--- src/rtl/shared_irq_scan_pkg.sv ---
package shared_irq_scan_pkg;
  localparam int FIRST_SHARED = 32;
  localparam int WORD_BITS    = 32;

  typedef enum logic [1:0] {
    ST_IDLE  = 2'd0,
    ST_SCAN  = 2'd1,
    ST_CHECK = 2'd2
  } scan_state_e;
endpackage

--- src/rtl/sis_elig_vec.sv ---
module sis_elig_vec #(
  parameter int NUM_SPI  = 96,
  parameter int PAD_BITS = 128
) (
  input  logic [NUM_SPI-1:0]  pend_latch,
  input  logic [NUM_SPI-1:0]  edge_mode,
  input  logic [NUM_SPI-1:0]  line_lvl,
  input  logic [NUM_SPI-1:0]  enable,
  input  logic [NUM_SPI-1:0]  active,
  input  logic [NUM_SPI-1:0]  group_b,
  input  logic                grp_a_en,
  input  logic                grp_b_en,
  output logic [PAD_BITS-1:0] elig_all
);
  for (genvar i = 0; i < PAD_BITS; i++) begin : g_bit
    if (i < NUM_SPI) begin : g_real
      logic raised;
      logic grp_on;
      assign raised      = pend_latch[i] | (~edge_mode[i] & line_lvl[i]);
      assign grp_on      = group_b[i] ? grp_b_en : grp_a_en;
      assign elig_all[i] = raised & enable[i] & ~active[i] & grp_on;
    end else begin : g_pad
      assign elig_all[i] = 1'b0;
    end
  end
endmodule

--- src/rtl/sis_best_table.sv ---
module sis_best_table #(
  parameter int NUM_CPU = 4,
  parameter int ID_W    = 7,
  parameter int PRIO_W  = 8,
  parameter int TGT_W   = 3
) (
  input  logic                      clk,
  input  logic                      rst_n,
  input  logic                      clr_all,
  input  logic                      clr_imp,
  input  logic                      upd_vld,
  input  logic [TGT_W-1:0]          upd_tgt,
  input  logic [ID_W-1:0]           upd_id,
  input  logic [PRIO_W-1:0]         upd_prio,
  input  logic [ID_W-1:0]           rng_lo,
  input  logic [ID_W-1:0]           rng_hi,
  output logic [NUM_CPU*ID_W-1:0]   best_id,
  output logic [NUM_CPU*PRIO_W-1:0] best_prio,
  output logic                      need_full
);
  logic [NUM_CPU-1:0] stale;

  for (genvar c = 0; c < NUM_CPU; c++) begin : g_cpu
    logic [ID_W-1:0]   id_q;
    logic [PRIO_W-1:0] pr_q;
    logic              imp_q;
    logic              take;

    assign take = upd_vld && (upd_tgt == TGT_W'(c)) &&
                  ((upd_prio < pr_q) || ((upd_prio == pr_q) && (upd_id <= id_q)));

    always_ff @(posedge clk) begin
      if (!rst_n) begin
        id_q  <= '0;
        pr_q  <= '1;
        imp_q <= 1'b0;
      end else if (clr_all) begin
        pr_q  <= '1;
        imp_q <= 1'b0;
      end else begin
        if (clr_imp) imp_q <= 1'b0;
        if (take) begin
          id_q  <= upd_id;
          pr_q  <= upd_prio;
          imp_q <= 1'b1;
        end
      end
    end

    assign stale[c] = !imp_q && (pr_q != '1) && (id_q >= rng_lo) && (id_q <= rng_hi);
    assign best_id[c*ID_W +: ID_W]       = id_q;
    assign best_prio[c*PRIO_W +: PRIO_W] = pr_q;
  end

  assign need_full = |stale;
endmodule

--- src/rtl/sis_scan_ctrl.sv ---
module sis_scan_ctrl
  import shared_irq_scan_pkg::*;
#(
  parameter int NUM_IRQ  = 128,
  parameter int ID_W     = 7,
  parameter int PAD_BITS = 128
) (
  input  logic                clk,
  input  logic                rst_n,
  input  logic                cmd_valid,
  output logic                cmd_ready,
  input  logic                cmd_full,
  input  logic [ID_W-1:0]     cmd_first,
  input  logic [ID_W:0]       cmd_count,
  input  logic [PAD_BITS-1:0] elig_all,
  input  logic                need_full,
  output logic                scan_vld,
  output logic [ID_W-1:0]     scan_s,
  output logic [ID_W-1:0]     scan_id,
  output logic [ID_W-1:0]     rng_lo,
  output logic [ID_W-1:0]     rng_hi,
  output logic                clr_all,
  output logic                clr_imp,
  output logic                done
);
  localparam int NUM_SPI = NUM_IRQ - FIRST_SHARED;

  scan_state_e          st;
  logic [ID_W-1:0]      cur_q, first_q, last_q;
  logic                 full_q, fresh_q, done_q;
  logic [WORD_BITS-1:0] word_q, word_live;
  logic                 load, cur_bit;
  logic [ID_W+1:0]      cmd_end;
  logic                 rng_ok, accept, go_full, go_range;
  logic [ID_W-1:0]      first_sub, last_calc;

  assign cmd_ready = (st == ST_IDLE);
  assign accept    = cmd_ready && cmd_valid;
  assign cmd_end   = {2'b00, cmd_first} + {1'b0, cmd_count};
  assign rng_ok    = (cmd_first >= ID_W'(FIRST_SHARED)) && (cmd_count != '0) &&
                     (cmd_end <= (ID_W+2)'(NUM_IRQ));
  assign first_sub = cmd_first - ID_W'(FIRST_SHARED);
  assign last_calc = first_sub + cmd_count[ID_W-1:0] - ID_W'(1);

  assign go_full  = (accept && cmd_full) ||
                    ((st == ST_CHECK) && !full_q && need_full);
  assign go_range = accept && !cmd_full && rng_ok;
  assign clr_all  = go_full;
  assign clr_imp  = go_range;

  // eligibility word: live on capture cycles, held copy otherwise
  assign load      = fresh_q || (cur_q[4:0] == 5'd0);
  assign word_live = elig_all[{cur_q[ID_W-1:5], 5'b00000} +: WORD_BITS];
  assign cur_bit   = load ? word_live[cur_q[4:0]] : word_q[cur_q[4:0]];

  assign scan_vld = (st == ST_SCAN) && cur_bit;
  assign scan_s   = cur_q;
  assign scan_id  = cur_q + ID_W'(FIRST_SHARED);
  assign rng_lo   = first_q + ID_W'(FIRST_SHARED);
  assign rng_hi   = last_q + ID_W'(FIRST_SHARED);
  assign done     = done_q;

  always_ff @(posedge clk) begin
    if (!rst_n) begin
      st      <= ST_IDLE;
      cur_q   <= '0;
      first_q <= '0;
      last_q  <= '0;
      full_q  <= 1'b0;
      fresh_q <= 1'b0;
      word_q  <= '0;
      done_q  <= 1'b0;
    end else begin
      done_q <= 1'b0;
      if (go_full) begin
        st      <= ST_SCAN;
        first_q <= '0;
        last_q  <= ID_W'(NUM_SPI - 1);
        cur_q   <= '0;
        full_q  <= 1'b1;
        fresh_q <= 1'b1;
      end else if (go_range) begin
        st      <= ST_SCAN;
        first_q <= first_sub;
        last_q  <= last_calc;
        cur_q   <= first_sub;
        full_q  <= 1'b0;
        fresh_q <= 1'b1;
      end else begin
        case (st)
          ST_IDLE: begin
            if (accept) done_q <= 1'b1;   // rejected range
          end
          ST_SCAN: begin
            fresh_q <= 1'b0;
            if (load) word_q <= word_live;
            cur_q <= cur_q + ID_W'(1);
            if (cur_q == last_q) st <= ST_CHECK;
          end
          ST_CHECK: begin
            done_q <= 1'b1;
            st     <= ST_IDLE;
          end
          default: st <= ST_IDLE;
        endcase
      end
    end
  end
endmodule

--- src/rtl/shared_irq_scan.sv ---
module shared_irq_scan
  import shared_irq_scan_pkg::*;
#(
  parameter int NUM_IRQ = 128,
  parameter int NUM_CPU = 4,
  parameter int PRIO_W  = 8,
  localparam int ID_W     = $clog2(NUM_IRQ),
  localparam int NUM_SPI  = NUM_IRQ - 32,
  localparam int TGT_W    = $clog2(NUM_CPU + 1),
  localparam int PAD_BITS = 1 << ID_W
) (
  input  logic                      clk,
  input  logic                      rst_n,
  input  logic                      cmd_valid,
  output logic                      cmd_ready,
  input  logic                      cmd_full,
  input  logic [ID_W-1:0]           cmd_first,
  input  logic [ID_W:0]             cmd_count,
  input  logic [NUM_SPI-1:0]        irq_pend_latch,
  input  logic [NUM_SPI-1:0]        irq_edge_mode,
  input  logic [NUM_SPI-1:0]        irq_line,
  input  logic [NUM_SPI-1:0]        irq_enable,
  input  logic [NUM_SPI-1:0]        irq_active,
  input  logic [NUM_SPI-1:0]        irq_group_b,
  input  logic                      grp_a_en,
  input  logic                      grp_b_en,
  input  logic [NUM_SPI*PRIO_W-1:0] irq_prio,
  input  logic [NUM_SPI*TGT_W-1:0]  irq_target,
  output logic [NUM_CPU*ID_W-1:0]   best_id,
  output logic [NUM_CPU*PRIO_W-1:0] best_prio,
  output logic                      done
);
  logic [PAD_BITS-1:0] elig_all;
  logic                need_full, scan_vld, clr_all, clr_imp;
  logic [ID_W-1:0]     scan_s, scan_id, rng_lo, rng_hi;
  logic [PRIO_W-1:0]   sel_prio;
  logic [TGT_W-1:0]    sel_tgt;
  logic                routed;

  sis_elig_vec #(.NUM_SPI(NUM_SPI), .PAD_BITS(PAD_BITS)) elig_i (
    .pend_latch (irq_pend_latch),
    .edge_mode  (irq_edge_mode),
    .line_lvl   (irq_line),
    .enable     (irq_enable),
    .active     (irq_active),
    .group_b    (irq_group_b),
    .grp_a_en   (grp_a_en),
    .grp_b_en   (grp_b_en),
    .elig_all   (elig_all)
  );

  sis_scan_ctrl #(.NUM_IRQ(NUM_IRQ), .ID_W(ID_W), .PAD_BITS(PAD_BITS)) ctrl_i (
    .clk       (clk),
    .rst_n     (rst_n),
    .cmd_valid (cmd_valid),
    .cmd_ready (cmd_ready),
    .cmd_full  (cmd_full),
    .cmd_first (cmd_first),
    .cmd_count (cmd_count),
    .elig_all  (elig_all),
    .need_full (need_full),
    .scan_vld  (scan_vld),
    .scan_s    (scan_s),
    .scan_id   (scan_id),
    .rng_lo    (rng_lo),
    .rng_hi    (rng_hi),
    .clr_all   (clr_all),
    .clr_imp   (clr_imp),
    .done      (done)
  );

  // pick priority and target of the interrupt under scan
  always_comb begin
    sel_prio = '0;
    sel_tgt  = '0;
    for (int i = 0; i < NUM_SPI; i++) begin
      if (scan_s == ID_W'(i)) begin
        sel_prio = irq_prio[i*PRIO_W +: PRIO_W];
        sel_tgt  = irq_target[i*TGT_W +: TGT_W];
      end
    end
  end

  assign routed = scan_vld && (sel_tgt < TGT_W'(NUM_CPU));

  sis_best_table #(.NUM_CPU(NUM_CPU), .ID_W(ID_W), .PRIO_W(PRIO_W), .TGT_W(TGT_W)) table_i (
    .clk       (clk),
    .rst_n     (rst_n),
    .clr_all   (clr_all),
    .clr_imp   (clr_imp),
    .upd_vld   (routed),
    .upd_tgt   (sel_tgt),
    .upd_id    (scan_id),
    .upd_prio  (sel_prio),
    .rng_lo    (rng_lo),
    .rng_hi    (rng_hi),
    .best_id   (best_id),
    .best_prio (best_prio),
    .need_full (need_full)
  );
endmodule

--- config.mk ---
export PLATFORM = sky130hd
export DESIGN_NAME = shared_irq_scan
export DESIGN_NICKNAME = d
export VERILOG_FILES = /design/src/rtl/shared_irq_scan_pkg.sv /design/src/rtl/sis_elig_vec.sv /design/src/rtl/sis_best_table.sv /design/src/rtl/sis_scan_ctrl.sv /design/src/rtl/shared_irq_scan.sv
export SDC_FILE = /design/constraint.sdc
export NUM_CORES = 1
export LEC_CHECK = 0
export ABC_CLOCK_PERIOD_IN_PS = 5200
export BUFFER_PORTS_ARGS = -buffer_cell sky130_fd_sc_hd__buf_2
export CELL_PAD_IN_SITES_DETAIL_PLACEMENT = 1
export CELL_PAD_IN_SITES_GLOBAL_PLACEMENT = 1
export CORE_AREA = 2 2 677 679
export DETAILED_ROUTE_END_ITERATION = 10
export DIE_AREA = 0 0 679 681
export HOLD_SLACK_MARGIN = 0.08
export PLACE_DENSITY_LB_ADDON = 0.25
export SYNTH_ARGS = -nofsm -noshare
export SYNTH_HDL_FRONTEND = slang
export SYNTH_HIERARCHICAL = 1
export SYNTH_SLANG_ARGS = --single-unit
--- constraint.sdc ---
create_clock -name clk -period 5.2 [get_ports clk]
set_input_delay 0.26 -clock clk [delete_from_list [all_inputs] [get_ports clk]]
set_output_delay 0.26 -clock clk [all_outputs]
set_load 0.1 [all_outputs]
==> results of run 1 <==
[metal layers]
metal | track usage | share of wire | vias up
li1 | - | - | 18200
met1 | 0.190 | 0.34 | 21300
met2 | 0.394 | 0.56 | 2081
met3 | 0.0357 | 0.050 | 933
met4 | 0.0628 | 0.047 | 166
met5 | 0 | 0.0024 | -
[flip-flops by register name, summed over array words and instances (netlist names)]
name and flops:
table_i/g_cpu.imp_q 4, ctrl_i/word_q 32, ctrl_i/fresh_q 1, ctrl_i/last_q 7
ctrl_i/st 2, table_i/g_cpu.pr_q 32, ctrl_i/full_q 1, ctrl_i/scan_s 7
ctrl_i/done 1, table_i/g_cpu.id_q 28, ctrl_i/first_q 7
[metrics by stage]
| step | utilization | setup TNS, ns | area [um2] |
|---|---|---|---|
| after global routing | 0.115 | -2.43 | 52500 |
| after detailed placement | 0.109 | -81.51 | 49400 |
| after global placement | 0.108 | -87.78 | 49400 |
| after CTS | 0.114 | -0.439 | 51800 |
| final | 0.116 | -0.933 | 52600 |
| after floorplan | - | 0 | 25300 |
[cells by family after synthesis]
kind of cell / after synthesis / share of synthesized area
AOI/OAI and AO/OA: 1279 / 0.364
muxes: 250 / 0.129
and+or+nand+nor: 1044 / 0.215
other: 1 / 0.000149
DFF: 122 / 0.0970
xor gates and xnor gates: 21 / 0.00731
buffers and inverters: 615 / 0.119
adders and majority gates: 138 / 0.0692
[area by class of cell]
cell class,count,area share
multi-input cells,2764,0.411
repair buffers,2764,0.363
well taps,6000,0.143
flip-flops and latches,122,0.0469
inverters,303,0.0218
clock buffers,21,0.00837
diodes,77,0.00366
clock inverters,11,0.00185
[repair_timing]
item	4_1_cts	5_1_grt
pin swaps	65	24
setup buffers	54	17
endpoints found under the setup margin	64	60
gates cloned	6	2
resized for setup	291	91
endpoints found under the hold margin	3	0
hold buffers	3	0
[final timing paths]
kind,endpoint,slack (ns),cells past startpoint
worst min register to register,ctrl_i/word_q[22],0.45,2
worst max-delay path,table_i/g_cpu[3].id_q[6],-0.08,23
worst max register to register,table_i/g_cpu[3].id_q[6],-0.08,23
worst min-delay path,ctrl_i/first_q[4],0.17,3
[cells in the mapped netlist, drive strengths merged (24+ instances only)]
| cell | n | area (um2) |
|---|---|---|
| o21ai | 198 | 991 |
| a22oi | 73 | 548 |
| buf | 223 | 1460 |
| o221ai | 32 | 280 |
| a2111oi | 118 | 1420 |
| a211oi | 66 | 513 |
| a221oi | 38 | 333 |
| o211ai | 44 | 330 |
| nand3 | 76 | 380 |
| mux2i | 179 | 1920 |
| a31oi | 40 | 250 |
| o22ai | 131 | 845 |
| nor4 | 25 | 171 |
| dfxtp | 122 | 2440 |
| inv | 303 | 1140 |
| nor2 | 263 | 1010 |
| nand2 | 275 | 1040 |
| nor2b | 33 | 206 |
| nand2b | 125 | 782 |
| a21oi | 284 | 1430 |
| clkbuf | 89 | 384 |
| nand4 | 40 | 250 |
| a22o | 24 | 210 |
| a21o | 29 | 218 |
| nor3 | 86 | 447 |
| mux2 | 25 | 285 |
| ha | 136 | 1700 |
| mux4 | 46 | 1040 |
[worst register-to-register path, delay by kind of cell (launching register included)]
family	cells	cell delay [ns]
AOI/OAI and AO/OA	8	2.06
adders and majority gates	1	0.22
buffers and inverters	11	1.97
DFF	1	0.40
muxes	1	0.20
and+or+nand+nor	2	0.32
[power breakdown]
group	internal, uW	leakage [uW]	switching, uW	total [uW]
Combinational	1640	0.0211	2390	4030
Sequential	955	0.000992	28.9	984
Clock	654	0.000254	603	1260
==> qor.csv, run 1 <==
metric;value;unit
status;finished with violations;
failing checks;negative setup slack;
DR vias;42700;
most frequent cells in the layout;buf_2 (1712), buf_4 (808), inv_1 (297);
Pleak;0.0223;uW
most frequent CP cell;buf_4;
Fin. Hold Viols;0;
row cnt;248;
slew of the pin with the lowest slew margin;1.32;ns
Distinct cells, synth;114;
CP arrival;5.71;ns
vias per cell;3.54;
Register Area;2470;um2
Synth Register Bits;122;
crit-path max cell delay;0.41;ns
clk root buf;clkbuf_16;
initial core utilization;0.0553;
CP endpoint kind;flip-flop;
required time of the critical path;5.63;ns
yosys warns;6;
Mapped Area;25200;um2
first-pass GRT wire length;564;mm
Die W;679;um
IR drop worst, VDD;0.000280;V
Setup WS post-layout;-0.0768;ns
placer congestion estimate;1.01;
CP top delay family;compound AO/OA/AOI/OAI gates;
ANT nets after route;0;
max-cap violations;0;
CP Class;flip-flop to flip-flop;
Worst R2R Start;ctrl_i/scan_s[1];
Worst slew margin;0.119;
layout cell share with drive strength beyond 1;0.535;
Max FO, Critical Path;9;
hpwl dp;425;mm
Mean Syn Cell Area;7.25;um2
Reg clk slew, reported paths;0.08;ns
Final Skew;0.0530;ns
Die Y;681;um
area of the core;455000;um2
pwr dens;119;nW/um2
worst hold start;cmd_first[4];
Post-synth ARST share;0;
aggregate global routing overflow;0;
commonest non-fill, non-tap cell in the layout;buf_2;
port bufs;1714;
first drt pass iteration count;6;
RSZ-0062 raised after global routing;true;
CP Launch Point;ctrl_i/scan_s[1];
area delta synth->final;109;%
Max Slew Vio Count;0;
Post-synth EDFFs;0;
Power Total;6270;uW
CTS Buffer Depth;2;
final setup vio count;26;
CTS Buf Count;17;
CTS tree;built;
I/O Pins;1715;
H-tree depth;4;
initial antenna violation count;347;
CTS Sinks;122;
sequential fraction of the synthesis area;0.0970;
worst skew pair latency;0.55;ns
final hold slack;0.165;ns
Net count, final;7763;
all-layer global routing usage;0.192;
Routed WL per cell;38.5;um
WP buf/inv;11;
pre-CTS worst setup slack;-1.81;ns
Mapped Cells;3470;
WL final;464;mm
CP startpoint kind;flip-flop;
fin crit period;5.28;ns
total die area;462000;um2
Inst Count DP;11900;
worst-path cell chain;buf_12, buf_4, buf_8, buf_4, nor3b_4, buf_4, o31a_1, buf_4, buf_4, o211ai_1, o211ai_1, buf_4, o211ai_1, clkbuf_16, a31oi_4, buf_6, ha_4, nand4_1, a21oi_1, a211o_4, a211oi_4, buf_12, mux2i_1;
f_max;190;MHz
slowest CP cell;o211ai_1;
DRC violation count after routing;0;
initial drt markers;2696;
area of the multi-input gates;21600;um2
ys flop type;dfxtp_1;
Final Non-Filler Cells;12100;
worst min-delay path class;input port to flip-flop;
period utilization;1.01;
vias in the first global route;45200;
largest net degree at the start of global routing;41;
Layout fillers;54500;
Note: power is estimated with default switching activity, not from simulation.
==> inputs of run 2 (changes only) <==
--- a/config.mk
+++ b/config.mk
@@ -12,8 +12,10 @@
 export CORE_AREA = 2 2 677 679
 export DETAILED_ROUTE_END_ITERATION = 10
 export DIE_AREA = 0 0 679 681
+export GPL_TIMING_DRIVEN = 0
 export HOLD_SLACK_MARGIN = 0.08
 export PLACE_DENSITY_LB_ADDON = 0.25
+export RECOVER_POWER = 100
 export SYNTH_ARGS = -nofsm -noshare
 export SYNTH_HDL_FRONTEND = slang
 export SYNTH_HIERARCHICAL = 1
==> qor.csv, run 2 (synthesis gave the netlist of run 1 again) <==
metric;value;unit;change
worst skew pair latency;0.46;ns;-0.09 ns
status;finished with violations;;
clk root buf;clkbuf_16;;
CP startpoint kind;flip-flop;;
Pleak;0.0197;uW;-12%
period utilization;1.18;;+0.162
final instance area;48600;um2;-7.7%
vias per cell;3.70;;+4.5%
top flop regs;ctrl_i/word_q x32, table_i/g_cpu.pr_q x32, table_i/g_cpu.id_q x28;;
Net count, final;7261;;-6.5%
area of the core;455000;um2;unchanged
ANT nets after route;0;;unchanged
WL final;509;mm;+9.8%
aggregate global routing overflow;0;;unchanged
CTS Buf Count;17;;unchanged
CP Launch Point;ctrl_i/scan_s[1];;
Layout fillers;54700;;+0.34%
first drt pass iteration count;6;;unchanged
initial drt markers;3608;;+34%
Worst slew margin;-0.0246;;-0.143
CTS Buffer Depth;2;;unchanged
CTS tree;built;;
DP Area;43200;um2;-12%
row cnt;248;;unchanged
most frequent cells in the layout;buf_2 (1680), inv_1 (298), nand2_1 (244);;
CTS Sinks;122;;unchanged
Setup WS post-layout;-0.918;ns;-0.842 ns
I/O Pins;1715;;unchanged
CP Class;flip-flop to flip-flop;;
final setup vio count;64;;+150%
H-tree depth;4;;unchanged
max-cap violations;7;;+7
layout cell share with drive strength beyond 1;0.483;;-0.0522
slew of the pin with the lowest slew margin;1.54;ns;+0.227 ns
Power Total;6360;uW;+1.5%
first-pass GRT wire length;604;mm;+7.0%
area delta synth->final;93.0;%;
hpwl dp;446;mm;+5.1%
IR drop worst, VDD;0.000133;V;-52%
final hold slack;0.174;ns;+0.00906 ns
Max FO, Critical Path;10;;+1
vias in the first global route;44100;;-2.5%
port bufs;1712;;-0.12%
Die Y;681;um;unchanged
f_max;163;MHz;-14%
required time of the critical path;5.57;ns;-0.06 ns
Max Slew Vio Count;13;;+13
CP endpoint kind;flip-flop;;
DR vias;42900;;+0.35%
placer congestion estimate;0.979;;-3.0%
Die W;679;um;unchanged
fin crit period;6.12;ns;+0.842 ns
worst min-delay path class;input port to flip-flop;;
RSZ-0062 raised after global routing;true;;
CP arrival;6.49;ns;+0.78 ns
failing checks;max-capacitance violations, max-slew violations, negative setup slack;;
DRC violation count after routing;0;;unchanged
pre-CTS worst setup slack;-5.28;ns;-3.47 ns
Final Skew;0.0211;ns;-0.0319 ns
all-layer global routing usage;0.210;;+0.0179
worst hold start;cmd_valid;;
pwr dens;131;nW/um2;+9.9%
initial core utilization;0.0553;;unchanged
Reg clk slew, reported paths;0.08;ns;about the same
total die area;462000;um2;unchanged
initial antenna violation count;389;;+12%
Routed WL per cell;44.0;um;+14%
commonest non-fill, non-tap cell in the layout;buf_2;;
largest net degree at the start of global routing;17;;-59%
Fin. Hold Viols;0;;unchanged
Worst R2R Start;ctrl_i/scan_s[1];;
final core occ;0.107;;-0.00889
[run 2: worst max-delay path, stage by stage (launching register included)]
cell and delay [ns]:
dfxtp_4 0.37, buf_8 0.13, buf_8 0.13, buf_12 0.13, buf_12 0.13, buf_16 0.15
buf_16 0.17, buf_6 0.20, buf_12 0.23, o21ai_0 0.49, o221ai_1 0.30, o221ai_2 0.43
a211oi_2 0.14, buf_6 0.18, o221ai_1 0.72, a21oi_4 0.14, buf_12 0.18, ha_1 0.29
nand2_1 0.06, or4_4 0.52, o22ai_4 0.17, nor2b_4 0.22, buf_8 0.15, mux2i_1 0.20
[run 2: repair_timing]
action | in CTS | in global routing
gates cloned | 2 | 3
buffers inserted | 80 | 68
hold buffers | 1 | 0
endpoints found under the setup margin | 64 | 64
pin swaps | 65 | 52
hold endpoints to repair | 1 | 0
resized for setup | 584 | 222
[run 2: final timing paths]
check | endpoint | slack, ns | cells past startpoint
worst max-delay path | table_i/g_cpu[1].id_q[3] | -0.92 | 23
worst min-delay path | ctrl_i/done | 0.17 | 3
worst max register to register | table_i/g_cpu[1].id_q[3] | -0.92 | 23
worst min register to register | ctrl_i/word_q[12] | 0.46 | 2
[run 2: area by class of cell]
cell class,instances,area (um2),area share
Multi-Input combinational cell,2764,21900,0.450
Clock inverter,15,151,0.00312
Timing Repair Buffer,1953,11400,0.235
Inverter,303,1150,0.0236
Antenna cell,105,263,0.00541
Sequential cell,122,2470,0.0508
Tap cell,6000,7510,0.155
Buffer,309,3340,0.0688
Clock buffer,17,425,0.00876
[run 2: per-stage QoR]
step	TNS (ns)	std cells
detailed placement	-316.85	11300
global placement	-562.98	11200
global route	-49.51	11500
floorplan	0	3501
CTS	-60.20	11400
finish	-50.79	11600
[run 2: power by group]
part	leakage, uW	switching (uW)	internal [uW]
clock network	0.000281	570	676
registers	0.000992	30.4	954
logic	0.0184	2640	1490
[run 2: layer usage]
layer,wire [um],track usage
met1,166000,0.202
met2,279000,0.422
met3,29900,0.0404
met4,33600,0.100
met5,1160,0
